$ cat src/rtl/msi_pend_pkg.sv
package msi_pend_pkg;

  // Default geometry of the pending bank
  localparam int DEF_NUM_WORDS = 4;
  localparam int DEF_WORD_W    = 32;
  localparam int DEF_SEL_W     = 4;
  localparam int DEF_SEL_BASE  = 8;

  // Read port select decode result
  typedef struct packed {
    logic       hit;
    logic [3:0] off;
  } sel_dec_t;

endpackage

$ cat src/rtl/msi_vec_decode.sv
module msi_vec_decode #(
  parameter int TOTAL = 128,
  parameter int VEC_W = $clog2(TOTAL)
) (
  input  logic             valid,
  input  logic [VEC_W-1:0] vec,
  output logic [TOTAL-1:0] set_mask
);

  // One-hot expansion of the message vector, gated by the strobe
  always_comb begin
    for (int i = 0; i < TOTAL; i++) begin
      set_mask[i] = valid && (vec == VEC_W'(i));
    end
  end

endmodule

$ cat src/rtl/msi_pend_word.sv
module msi_pend_word #(
  parameter int WORD_W = 32
) (
  input  logic              clk,
  input  logic              rst,
  input  logic [WORD_W-1:0] set_mask,
  input  logic              clr,
  output logic [WORD_W-1:0] pend
);

  // Clear first, then set: a message arriving with the clear survives
  always_ff @(posedge clk) begin
    if (rst) begin
      pend <= '0;
    end else begin
      pend <= (pend & ~{WORD_W{clr}}) | set_mask;
    end
  end

endmodule

$ cat src/rtl/msi_rd_port.sv
module msi_rd_port
  import msi_pend_pkg::*;
#(
  parameter int NUM_WORDS = DEF_NUM_WORDS,
  parameter int WORD_W    = DEF_WORD_W,
  parameter int SEL_W     = DEF_SEL_W,
  parameter int SEL_BASE  = DEF_SEL_BASE,
  localparam int TOTAL    = NUM_WORDS * WORD_W
) (
  input  logic                 clk,
  input  logic                 rst,
  input  logic                 rd_en,
  input  logic [SEL_W-1:0]     rd_sel,
  input  logic [TOTAL-1:0]     words,
  output logic [NUM_WORDS-1:0] clr,
  output logic [WORD_W-1:0]    rd_data
);

  localparam logic [SEL_W-1:0] BASE_L = SEL_W'(SEL_BASE);
  localparam logic [SEL_W-1:0] CNT_L  = SEL_W'(NUM_WORDS);

  logic [SEL_W-1:0]  off;
  logic              hit;
  logic [WORD_W-1:0] sel_word;

  assign off = rd_sel - BASE_L;
  assign hit = (rd_sel >= BASE_L) && (off < CNT_L);

  always_comb begin
    sel_word = '0;
    for (int k = 0; k < NUM_WORDS; k++) begin
      clr[k] = rd_en && hit && (off == SEL_W'(k));
      if (hit && off == SEL_W'(k)) begin
        sel_word = words[k*WORD_W +: WORD_W];
      end
    end
  end

  // Registered read data; held between strobes
  always_ff @(posedge clk) begin
    if (rst) begin
      rd_data <= '0;
    end else if (rd_en) begin
      rd_data <= sel_word;
    end
  end

endmodule

$ cat src/rtl/msi_pend_bank.sv
module msi_pend_bank
  import msi_pend_pkg::*;
#(
  parameter int NUM_WORDS = DEF_NUM_WORDS,
  parameter int WORD_W    = DEF_WORD_W,
  parameter int SEL_W     = DEF_SEL_W,
  parameter int SEL_BASE  = DEF_SEL_BASE,
  localparam int TOTAL    = NUM_WORDS * WORD_W,
  localparam int VEC_W    = $clog2(TOTAL)
) (
  input  logic              clk,
  input  logic              rst,
  input  logic              msg_valid,
  input  logic [VEC_W-1:0]  msg_vec,
  input  logic              rd_en,
  input  logic [SEL_W-1:0]  rd_sel,
  output logic [WORD_W-1:0] rd_data,
  output logic              irq
);

  logic [TOTAL-1:0]     set_mask;
  logic [TOTAL-1:0]     pend_flat;
  logic [NUM_WORDS-1:0] clr;

  msi_vec_decode #(.TOTAL(TOTAL), .VEC_W(VEC_W)) u_dec (
    .valid    (msg_valid),
    .vec      (msg_vec),
    .set_mask (set_mask)
  );

  for (genvar w = 0; w < NUM_WORDS; w++) begin : g_word
    msi_pend_word #(.WORD_W(WORD_W)) u_word (
      .clk      (clk),
      .rst      (rst),
      .set_mask (set_mask[w*WORD_W +: WORD_W]),
      .clr      (clr[w]),
      .pend     (pend_flat[w*WORD_W +: WORD_W])
    );
  end

  msi_rd_port #(
    .NUM_WORDS (NUM_WORDS),
    .WORD_W    (WORD_W),
    .SEL_W     (SEL_W),
    .SEL_BASE  (SEL_BASE)
  ) u_rd (
    .clk     (clk),
    .rst     (rst),
    .rd_en   (rd_en),
    .rd_sel  (rd_sel),
    .words   (pend_flat),
    .clr     (clr),
    .rd_data (rd_data)
  );

  // Interrupt line registered from the held pending state
  always_ff @(posedge clk) begin
    if (rst) begin
      irq <= 1'b0;
    end else begin
      irq <= |pend_flat;
    end
  end

endmodule

$ cat config.mk
export PLATFORM = sky130hd
export DESIGN_NAME = msi_pend_bank
export DESIGN_NICKNAME = d
export VERILOG_FILES = /design/src/rtl/msi_pend_pkg.sv /design/src/rtl/msi_vec_decode.sv /design/src/rtl/msi_pend_word.sv /design/src/rtl/msi_rd_port.sv /design/src/rtl/msi_pend_bank.sv
export SDC_FILE = /design/constraint.sdc
export NUM_CORES = 1
export LEC_CHECK = 0
export BUFFER_PORTS_ARGS = -buffer_cell sky130_fd_sc_hd__buf_2
export CORE_MARGIN = 2
export CORE_UTILIZATION = 56
export CTS_CLUSTER_SIZE = 14
export DETAILED_ROUTE_END_ITERATION = 12
export PLACE_DENSITY = 0.75
export REMOVE_ABC_BUFFERS = 1
export SLEW_MARGIN = 40
export SYNTH_ARGS = -nofsm -noshare
export SYNTH_HDL_FRONTEND = slang
export SYNTH_SLANG_ARGS = --single-unit
export TNS_END_PERCENT = 30
$ cat constraint.sdc
create_clock -name clk -period 1.75 [get_ports clk]
set_input_delay 0.2625 -clock clk [delete_from_list [all_inputs] [get_ports clk]]
set_output_delay 0.2625 -clock clk [all_outputs]
set_load 0.005 [all_outputs]
==> results.md <==
* Final setup viols at 0
* Clk_skew at 0.00639 ns
* Pwr dens at 989 nW/um^2
* Root buf cell: clkbuf_16
* Worst-path clk slew at 0.06 ns
* Outcome: completed
* Fin crit share at 94.0%
* Sequential-to-total area share from yosys stat at 46.8%
* Yosys warning count at 0
* Buffers added on ports at 47
* Initial Util at 57.4%
* Antenna-violating nets left at 0
* R2R setup slack at roughly 0.11 ns
* Syn Area/Cell at 9.51 um^2
* Crit path kind: flop to flop
* DR DRC count at 0
* Max-cap violations at 0
* Area Overhead vs Synth at 15.2%
* Total core area at ~12000 um^2
* Inserted Clock Buffers at 17
* Nets at a little under 800
* Most frequent cells in the layout: nor2_1, dfxtp_1, a22oi_1
* Slew Limit Fails at 0
* Post-Synth Adder-Cell Area at 0%
* Total die area at about 13000 um^2
* Pre-CTS WS at 0.0642 ns
* Routed vias at 6255
* Vias/cell at ~6.8
* Num rows at 40
* CTS tree: yes
* Critical Path Source Type: flop
* Die X at 115 um
* Synth Area in Compound Gates at between 10% and 20%
* CP Capture Type: flop
* Xor/xnor share of the synthesized area at 0%
* Fin worst setup slack at between 0.1 and 0.15 ns
* Gate Count Post-Synth at between 700 and 800
* Worst slew pin tran at 0.659 ns
* Routed Wire Length at 22200 um
* Cell variety after synth at 33
* Leakage Power at 2.98 nW
* Total track usage at 34.4%
* Synth Cell Area at just under 7000 um^2
* Yosys reg bits at approximately 160
* Chip height at about 110 um
* Clock tree buffer depth at 2
* CP Max Fanout at 3
* # diodes at 0
* DRT Pass-1 Iters at 6
* Worst-skew pair later-pin latency at 0.43 ns
* Io pins at 48
* Share of layout cells above drive strength 1 at 21.2%
* Fraction of synthesized area in multiplexers at 9.73%
* Placer Congestion at 0.965
* DRT iter0 DRCs at about 730
* Htree depth at 4
* Vias in the first global route at approximately 5900
* Fin crit period at approximately 1.6 ns
* Global route overflow at 0
* Worst VDD drop at slightly above 0.6 mV
* Largest family of logic cells by synthesized area: simple AND/OR/NAND/NOR gates
* First-pass GRT wire length at 34200 um
* Initial antenna violation count at 0
* PnR Total Power at just under 8 mW
* Avg WL per Cell at 24.1 um
* Synth Area in Simple Gates at 21.7%
* Clock sink count at ~160
* Commonest non-fill, non-tap cell in the layout: nor2_1
* RSZ-0062 raised after global routing: false
* Fmax achieved at between 600 and 700 MHz
* Worst Hold Class: input port to flop
* Hpwl dp at 14500 um
* WP data required at 2.04 ns
* Largest net degree at the start of global routing at 65
* Final hold violations at 0
* Worst slew margin at 56.0%
* Post-CTS Hold Buffers at 0
* Worst Path Arrival at 1.94 ns
[cell families (layout without fill, tap and decap cells)]
kind of cell | count (synthesis) | after routing
muxes | 32 | 32
DFF | 161 | 161
and+or+nand+nor | 297 | 297
buffers and inverters | 70 | 118
AOI/OAI and AO/OA | 165 | 165
[layout make-up]
class	instances	area [um^2]
fill	958	4070
multi-input combinational	494	3350
sequential	161	3220
timing repair buffer	85	598
clock buffer	18	439
tap	147	184
clock inverter	14	141
inverter	1	3.75
[registers in the layout, summed over array words and instances, names as in the netlist]
name,cells
irq,1
g_word.u_word.pend,128
u_rd.rd_data,32
[synth_stat cells]
cell | instances | area (um^2)
inv_1 | 1 | 3.75
mux4_2 | 28 | 631
clkbuf_2 | 2 | 10.0
or3b_1 | 1 | 8.76
and2_0 | 1 | 6.26
nand3b_4 | 1 | 20.0
and2_1 | 3 | 18.8
nand2b_1 | 3 | 18.8
clkbuf_1 | 37 | 139
o2bb2ai_1 | 4 | 35.0
and3b_2 | 1 | 10.0
nor3_2 | 8 | 80.1
buf_2 | 25 | 125
nor2_2 | 1 | 6.26
dfxtp_1 | 161 | 3220
nor2b_1 | 33 | 206
a22oi_1 | 128 | 961
and3_1 | 5 | 31.3
nand3b_1 | 1 | 7.51
buf_4 | 1 | 7.51
mux2i_1 | 4 | 40.0
nor4_2 | 1 | 12.5
a21oi_1 | 29 | 145
buf_6 | 4 | 45.0
nand2_1 | 9 | 33.8
nor2_1 | 172 | 646
nor3_1 | 5 | 25.0
nor4_1 | 34 | 213
nand4_1 | 13 | 81.3
and3b_1 | 1 | 8.76
nor4_4 | 1 | 21.3
a311oi_1 | 4 | 35.0
nor3b_2 | 3 | 37.5
[repair_timing]
item / 4_1_cts / 5_1_grt
setup endpoints to repair: 0 / 1
buffers inserted: 0 / 0
gates resized for setup: 0 / 1
[per-layer routing]
metal | share of wire [%] | vias up | global-route usage, % | wire (um)
met5 | 0 | - | 0 | 0
met4 | 4.4 | 0 | 16.2 | 974
met3 | 12 | 86 | 8.91 | 2620
met2 | 45 | 433 | 52.1 | 9950
met1 | 39 | 3008 | 46.3 | 8640
li1 | - | 2728 | - | -
[critical path: stages (launching register included)]
cell and delay, ns:
dfxtp_1 0.34, nor4_2 0.41, buf_4 0.18, nand4_1 0.11, nor4_1 0.32, a21oi_1 0.15
[report_power, final]
group          internal, mW  total, mW  switching [mW]
Combinational         0.152      0.489           0.337
Sequential             3.68       3.70          0.0152
Clock                  2.13       3.66            1.53
[path summary, 6_finish.rpt]
check                                                from                to  cells past startpoint
worst max-delay path            g_word[1].u_word.pend[27]               irq                      5
worst min register to register           u_rd.rd_data[13]  u_rd.rd_data[13]                      2
worst min-delay path                                  rst  u_rd.rd_data[20]                      2
worst max register to register  g_word[1].u_word.pend[27]               irq                      5
[stage by stage]
| stage | utilization (%) | instances | TNS [ns] | instance area, um^2 | hold slack (ns) |
|---|---|---|---|---|---|
| CTS | 66.0 | 920 | 0 | 7930 | 0.215 |
| floorplan | - | 656 | -14.19 | 6570 | 0.332 |
| global route | 66.1 | 920 | 0 | 7940 | 0.224 |
| global placement | 61.2 | 888 | 0 | 7350 | 0.474 |
| detailed placement | 61.2 | 888 | 0 | 7350 | 0.477 |
| finish | 66.1 | 920 | 0 | 7940 | 0.229 |
(Power assumes the default switching activity.)
